<file path="src/rtl/intc_pkg.sv">
package intc_pkg;
  localparam int NUM_BANKS = 2;

  // Per-bank strobes from address decode to the register datapath
  typedef struct packed {
    logic [NUM_BANKS-1:0] setPend;
    logic [NUM_BANKS-1:0] clrPend;
    logic [NUM_BANKS-1:0] setEn;
    logic [NUM_BANKS-1:0] clrEn;
    logic [NUM_BANKS-1:0] rdPend;
    logic [NUM_BANKS-1:0] rdEn;
  } ctlStrobes_t;
endpackage

</file>
<file path="src/rtl/intc_ctrl.sv">
module intc_ctrl
  import intc_pkg::*;
#(
  parameter int ADDR_W = 8,
  parameter logic [ADDR_W-1:0] BANK0_BASE = 8'h40,
  parameter logic [ADDR_W-1:0] BANK_STRIDE = 8'h20
) (
  input  logic [ADDR_W-1:0] busAddr,
  input  logic              busWrEn,
  output ctlStrobes_t       strobes
);
  localparam logic [1:0] SLOT_SET_PEND = 2'd0;
  localparam logic [1:0] SLOT_CLR_PEND = 2'd1;
  localparam logic [1:0] SLOT_SET_EN   = 2'd2;
  localparam logic [1:0] SLOT_CLR_EN   = 2'd3;

  logic [NUM_BANKS-1:0] setPendV, clrPendV, setEnV, clrEnV, rdPendV, rdEnV;
  logic [1:0] slot;
  logic aligned;

  assign slot    = busAddr[3:2];
  assign aligned = (busAddr[1:0] == 2'b00);

  for (genvar b = 0; b < NUM_BANKS; b++) begin : g_bank
    localparam logic [ADDR_W-1:0] BASE = ADDR_W'(BANK0_BASE + b * BANK_STRIDE);
    logic hit;
    assign hit         = aligned && (busAddr[ADDR_W-1:4] == BASE[ADDR_W-1:4]);
    assign setPendV[b] = hit && busWrEn && (slot == SLOT_SET_PEND);
    assign clrPendV[b] = hit && busWrEn && (slot == SLOT_CLR_PEND);
    assign setEnV[b]   = hit && busWrEn && (slot == SLOT_SET_EN);
    assign clrEnV[b]   = hit && busWrEn && (slot == SLOT_CLR_EN);
    assign rdPendV[b]  = hit && (slot == SLOT_SET_PEND || slot == SLOT_CLR_PEND);
    assign rdEnV[b]    = hit && (slot == SLOT_SET_EN || slot == SLOT_CLR_EN);
  end

  assign strobes = '{setPend: setPendV, clrPend: clrPendV, setEn: setEnV,
                     clrEn: clrEnV, rdPend: rdPendV, rdEn: rdEnV};
endmodule

</file>
<file path="src/rtl/intc_bank.sv">
module intc_bank #(
  parameter int DATA_W = 32
) (
  input  logic              clk,
  input  logic              rstN,
  input  logic              setPend,
  input  logic              clrPend,
  input  logic              setEn,
  input  logic              clrEn,
  input  logic [DATA_W-1:0] wrData,
  input  logic [DATA_W-1:0] req,
  output logic [DATA_W-1:0] pend,
  output logic [DATA_W-1:0] en,
  output logic              active,
  output logic              activeNext
);
  logic [DATA_W-1:0] pendNext, enNext, setMaskP, clrMaskP, setMaskE, clrMaskE;

  assign setMaskP = setPend ? wrData : '0;
  assign clrMaskP = clrPend ? wrData : '0;
  assign setMaskE = setEn ? wrData : '0;
  assign clrMaskE = clrEn ? wrData : '0;

  // A request in the same cycle as a clear keeps the bit pending
  assign pendNext   = (pend & ~clrMaskP) | setMaskP | req;
  assign enNext     = (en & ~clrMaskE) | setMaskE;
  assign activeNext = |(pendNext & enNext);
  assign active     = |(pend & en);

  always_ff @(posedge clk or negedge rstN) begin
    if (!rstN) begin
      pend <= '0;
      en   <= '0;
    end else begin
      pend <= pendNext;
      en   <= enNext;
    end
  end
endmodule

</file>
<file path="src/rtl/intc_datapath.sv">
module intc_datapath
  import intc_pkg::*;
#(
  parameter int DATA_W = 32
) (
  input  logic                                clk,
  input  logic                                rstN,
  input  ctlStrobes_t                         strobes,
  input  logic [DATA_W-1:0]                   wrData,
  input  logic [NUM_BANKS-1:0][DATA_W-1:0]    reqVec,
  output logic [NUM_BANKS-1:0][DATA_W-1:0]    pendVec,
  output logic [NUM_BANKS-1:0][DATA_W-1:0]    enVec,
  output logic [DATA_W-1:0]                   rdData,
  output logic                                fastIrq
);
  logic [NUM_BANKS-1:0] active, activeNext;
  logic [NUM_BANKS-1:0][DATA_W-1:0] pendView;
  logic cascade;

  for (genvar b = 0; b < NUM_BANKS; b++) begin : g_bank
    intc_bank #(.DATA_W(DATA_W)) u_bank (
      .clk        (clk),
      .rstN       (rstN),
      .setPend    (strobes.setPend[b]),
      .clrPend    (strobes.clrPend[b]),
      .setEn      (strobes.setEn[b]),
      .clrEn      (strobes.clrEn[b]),
      .wrData     (wrData),
      .req        (reqVec[b]),
      .pend       (pendVec[b]),
      .en         (enVec[b]),
      .active     (active[b]),
      .activeNext (activeNext[b])
    );
  end

  // Secondary-bank summary folded into the top bit of the bank 0 view
  assign cascade = |active[NUM_BANKS-1:1];

  for (genvar b = 0; b < NUM_BANKS; b++) begin : g_view
    if (b == 0) begin : g_primary
      assign pendView[b] = pendVec[b] | {cascade, {(DATA_W-1){1'b0}}};
    end else begin : g_secondary
      assign pendView[b] = pendVec[b];
    end
  end

  always_comb begin
    rdData = '0;
    for (int b = 0; b < NUM_BANKS; b++) begin
      if (strobes.rdPend[b]) rdData = rdData | pendView[b];
      if (strobes.rdEn[b])   rdData = rdData | enVec[b];
    end
  end

  always_ff @(posedge clk or negedge rstN) begin
    if (!rstN) fastIrq <= 1'b0;
    else       fastIrq <= |activeNext;
  end
endmodule

</file>
<file path="src/rtl/setclr_irq_ctrl.sv">
module setclr_irq_ctrl
  import intc_pkg::*;
#(
  parameter int ADDR_W = 8,
  parameter int DATA_W = 32,
  parameter logic [ADDR_W-1:0] BANK0_BASE = 8'h40,
  parameter logic [ADDR_W-1:0] BANK_STRIDE = 8'h20
) (
  input  logic              clk,
  input  logic              rstN,
  input  logic [ADDR_W-1:0] busAddr,
  input  logic              busWrEn,
  input  logic [DATA_W-1:0] busWrData,
  output logic [DATA_W-1:0] busRdData,
  input  logic [DATA_W-1:0] reqBank0,
  input  logic [DATA_W-1:0] reqBank1,
  output logic              fastIrq
);
  ctlStrobes_t strobes;
  logic [NUM_BANKS-1:0][DATA_W-1:0] reqVec, pendVec, enVec;

  assign reqVec[0] = reqBank0;
  assign reqVec[1] = reqBank1;

  intc_ctrl #(
    .ADDR_W(ADDR_W), .BANK0_BASE(BANK0_BASE), .BANK_STRIDE(BANK_STRIDE)
  ) u_ctrl (
    .busAddr (busAddr),
    .busWrEn (busWrEn),
    .strobes (strobes)
  );

  intc_datapath #(.DATA_W(DATA_W)) u_dp (
    .clk     (clk),
    .rstN    (rstN),
    .strobes (strobes),
    .wrData  (busWrData),
    .reqVec  (reqVec),
    .pendVec (pendVec),
    .enVec   (enVec),
    .rdData  (busRdData),
    .fastIrq (fastIrq)
  );
endmodule

</file>
<file path="config.mk">
export PLATFORM = sky130hd
export DESIGN_NAME = setclr_irq_ctrl
export DESIGN_NICKNAME = d
export VERILOG_FILES = /design/src/rtl/intc_pkg.sv /design/src/rtl/intc_ctrl.sv /design/src/rtl/intc_bank.sv /design/src/rtl/intc_datapath.sv /design/src/rtl/setclr_irq_ctrl.sv
export SDC_FILE = /design/constraint.sdc
export NUM_CORES = 1
export LEC_CHECK = 0
export BUFFER_PORTS_ARGS = -buffer_cell sky130_fd_sc_hd__buf_4
export CAP_MARGIN = 20
export CORE_ASPECT_RATIO = 0.7
export CORE_UTILIZATION = 37
export DETAILED_ROUTE_END_ITERATION = 16
export REMOVE_ABC_BUFFERS = 1
export SLEW_MARGIN = 0
export SYNTH_ARGS = -nofsm -noshare
export SYNTH_HDL_FRONTEND = slang
export SYNTH_SLANG_ARGS = --single-unit
</file>
<file path="constraint.sdc">
create_clock -name clk -period 2.7 [get_ports clk]
set_input_delay 0 -clock clk [delete_from_list [all_inputs] [get_ports clk]]
set_output_delay 0 -clock clk [all_outputs]
set_load 0.03 [all_outputs]
</file>
==> results.txt <==
The flow ran to the end, but the final reports show violations. The final reports fail on negative setup slack. Setup repair after global routing could not meet its margin everywhere. The most used flip-flop cell after synthesis is dfrtp_1. The first global-routing pass estimated 45500 um of wire. From synthesis to final layout, the design area changed by 50.8%. The number of optimization iterations in the first detailed-route pass came out at 7. Summing all multi-input logic gate instances after layout gives 3910 um^2. The total overflow left after global routing is 0.

The instance count along the most critical hold path is 2. The fraction of layout cells with a size suffix above 1 came out at 30.4%. The post-route worst setup slack came out at -16.7 ps. The net switching power of the design came out at 1.37 mW. The number of buffers on the longest clock path is 2. The worst relative slew slack came out at 31.0%. On the worst path, the slowest cell contributes a delay of 510 ps.

The share of total power dissipated in combinational logic is 16.1%. The minimum setup slack among reg-to-reg paths came out at 490 ps. The total number of nets in the final design came out at 1127. The largest delay contributor family on the critical path is simple AND/OR/NAND/NOR gates. The number of unique standard cell types used by synthesis is 63. The number of design rule violations left after detail routing is 0.

In this run the most critical hold path is launched from busAddr[2]. The total clock buffers created by CTS came out at 17. Measured along the x axis, the die boundary spans 173 um.

The final setup violation count came out at 1. The sequential share of power is 36.8%. The kind of start point of the critical path is a flip-flop.

The fraction of the yosys area taken by sequential cells is 42.9%. In this run, the number of DRC markers left after iteration 0 of detailed routing was 852. The share of synthesized flip-flops with an asynchronous set or reset is 100%. The clock arrives with 7.22 ps of skew.

The final estimated routing congestion in global placement came out at 0.881. The depth of the CTS H-tree is 4. The fraction of power consumed by the clock network is 47.1%. The count of port buffers added during placement is 139. The sum of net half-perimeters after detailed placement is 20400 um.

The critical path is of the flip-flop to output pin type. The top fanout value on the critical path came out at 2. The critical path contains buffers and inverters numbering 2 combined. Dividing the detail-routed via count by the number of cells gives 5.96. The floorplan has 43 rows. The antenna cell count came out at 0.

Global routing used 28.8% of the available tracks across all layers. The proportion of total power due to net switching is 24.8%. STA classifies the critical path endpoint as an output pin. Summed over all layers, the routed wires come to 29500 um. After clock tree synthesis, the clock-pin slew on the worst setup and hold paths is 60 ps.

The actual slew at the worst max-slew pin came out at 1020 ps. The number of synthesized register bits came out at 129. The worst slack after detailed placement is -81.3 ps. Setup total negative slack on the finished layout was measured at -16.7 ps. The die outline area is 20900 um^2. TritonCTS built the clock tree. Cell internal power was estimated by the tool at 4.14 mW. The floorplan step defined a core boundary enclosing 19900 um^2. The gate count of the mapped netlist is 718. The share of the clock period used by the worst path came out at 101%.

In this run the critical register-to-register path is captured at u_dp.fastIrq$_DFF_PN0_. The number of antenna violations at the first check in global routing is 1. The largest net degree at the start of global routing is 72. The die is 121 um tall. The number of global-route vias before repair is 7534. Based on the critical path, the design can be clocked at up to 368 MHz.

The later pin in the worst-skew pair is clocked with a latency of 420 ps. In this run the static leakage power is 4.94 nW. For hold timing, the worst endpoint is u_dp.g_bank[1].u_bank.en[11]$_DFF_PN0_. The max-capacitance violation count is 0. The endpoint arrival time on the critical path is 2720 ps.

The power density of the placed cells came out at 485 nW/um^2. The cell area after synthesis is 7530 um^2. Counting flops with a built-in enable in the synthesized netlist gives 0. The number of filler cells placed in the layout came out at 1665. The worst voltage drop across the vdd grid is 0.417 mV. The minimum clock period came out at 2720 ps. Once detail routing completed, the nets flagged for antenna violations numbered 0. The cell sitting at the root of the clock tree is a clkbuf_16. Pin placement for this block handled 140 I/O pins. The count of synthesis-stage warnings from yosys came out at 0. Sorting the synthesized cells by area gives the leading types as dfrtp_1 (43%), mux4_2 (9.6%), nand3_1 (4.3%), mux2_2 (4.0%), a311o_1 (2.9%). The worst register-to-register path begins at u_dp.g_bank[0].u_bank.pend[10]$_DFF_PN0_.

The final-report hold violation count came out at 0. The core occupancy in the finished layout is 57.2%. The final route contains 7767 vias. The critical path required time is 2700 ps. The clock sink count came out at 129.

The max-slew violation total from the final report was 0. The average size of a mapped cell came out at 10.5 um^2. The slowest stage of the critical path belongs to the cell mux4_2. The biggest area contributor in the post-synthesis netlist is dfrtp_1. Traced cell by cell, the critical path runs through a22o_1 > a221oi_2 > buf_4 > nand4_1 > or3_1 > mux4_2 > and3_4 > buf_6.

The starting density of the core is 37.9%. Summing all flip-flop and latch instances after layout gives 3230 um^2. The average wire length per cell after detail routing is 22.6 um. The worst reg-to-reg path cell count came out at 7. The fraction of synthesized cell area taken by the top area cell type is 42.9%. The worst hold path belongs to the class input port to flip-flop.
[kinds of logic after synthesis]
kind of cell,synth area share [%]
and+or+nand+nor,16.4
AOI/OAI and AO/OA,20.5
DFF,42.9
buffers and inverters,5.70
muxes,14.6
[state kept, by name (all words and copies together) (netlist names)]
name and flops:
u_dp.fastIrq 1, u_dp.g_bank.u_bank.pend 64, u_dp.g_bank.u_bank.en 64
[timing repair]
item                                   4_1_cts  5_1_grt
pin swaps                                    2        2
hold buffers                               143        0
setup buffers                                2        0
cloned                                       0        0
setup endpoints to repair                    1        1
resized for setup                            4        1
endpoints found under the hold margin      150        0
[layout make-up]
cell class                 instances  area share (%)
tap                              270            2.97
timing repair buffer             346            26.9
clock inverter                     9            1.56
clock buffer                      23            4.21
sequential                       129            28.4
multi-input combinational        482            34.4
inverter                          44            1.45
[Yosys cell counts (8+ instances only)]
master,count
a41oi_1,17
nand4_1,18
o21ai_0,19
nand3_1,64
and2_1,8
a211o_1,15
a22o_1,13
and3_1,35
o31ai_1,8
nand2_1,51
dfrtp_1,129
a221oi_1,10
mux2_2,27
a311o_1,22
or2_2,12
buf_2,13
nor2_1,13
buf_1,8
clkbuf_1,40
inv_1,42
nor2b_1,10
a31oi_1,28
mux4_2,32
a22oi_1,11
[placed cells by master (no fill, tap or decap), types with 10 or more instances in the layout]
cell,Yosys,layout
nand4_1,18,18
a22oi_1,11,11
dfrtp_1,129,129
dlygate4sd3_1,0,143
nor2_1,13,13
mux2_2,27,27
buf_4,1,194
clkbuf_16,0,17
mux4_2,32,32
a31oi_1,28,28
a211o_1,15,15
inv_1,42,42
or2_2,12,12
a311o_1,22,22
nand3_1,64,64
nand2_1,51,51
a41oi_1,17,17
nor2b_1,10,10
o21ai_0,19,19
and3_1,35,34
a22o_1,13,13
[worst reg2reg max path, cell delays in order (launching register included)]
cell and delay, ps:
dfrtp_1 370, inv_1 60, a41oi_1 40, a311o_1 420, a2111o_1 400, a2111o_1 400
nor4_1 220, nand4_1 140
[metrics by stage]
stage	hold WS [ps]	std cells	power (mW)	cell area (um^2)
CTS	58.7	1303	5.50	11400
finish	84.5	1303	5.50	11400
global placement	-8.95	1126	2.80	9230
global route	85.2	1303	5.66	11400
floorplan	-296	655	2.33	7270
detailed placement	-10.1	1126	2.80	9230
[worst max-delay path by stage]
stage                                                 start                endpoint  slack, ps  cells after the start
floorplan                                        busAddr[1]  u_dp.fastIrq$_DFF_PN0_      -4990                      7
global placement                                 busAddr[4]  u_dp.fastIrq$_DFF_PN0_        -20                      9
detailed placement                               busAddr[4]  u_dp.fastIrq$_DFF_PN0_        -80                      9
CTS                 u_dp.g_bank[1].u_bank.pend[4]$_DFF_PN0_           busRdData[31]        -60                      8
global route          u_dp.g_bank[1].u_bank.en[4]$_DFF_PN0_           busRdData[31]       -110                      8
finish                u_dp.g_bank[1].u_bank.en[4]$_DFF_PN0_           busRdData[31]        -20                      8
[layer usage]
layer | vias up | global-route usage [%] | wire [um] | share of wire, %
li1 | 3427 | - | - | -
met1 | 3863 | 42.2 | 13600 | 46
met2 | 444 | 41.6 | 12600 | 43
met3 | 33 | 8.05 | 2860 | 9.7
met4 | 0 | 7.03 | 439 | 1.5
met5 | - | 0 | 0 | 0
[power by group through the flow]
stage               clock network [mW]  registers, mW  logic, mW
global route                      2.69           2.03      0.940
detailed placement                   0           2.05      0.748
CTS                               2.61           2.02      0.873
floorplan                            0           2.04      0.284
finish                            2.59           2.02      0.885
global placement                     0           2.05      0.750
(Power assumes the default switching activity.)
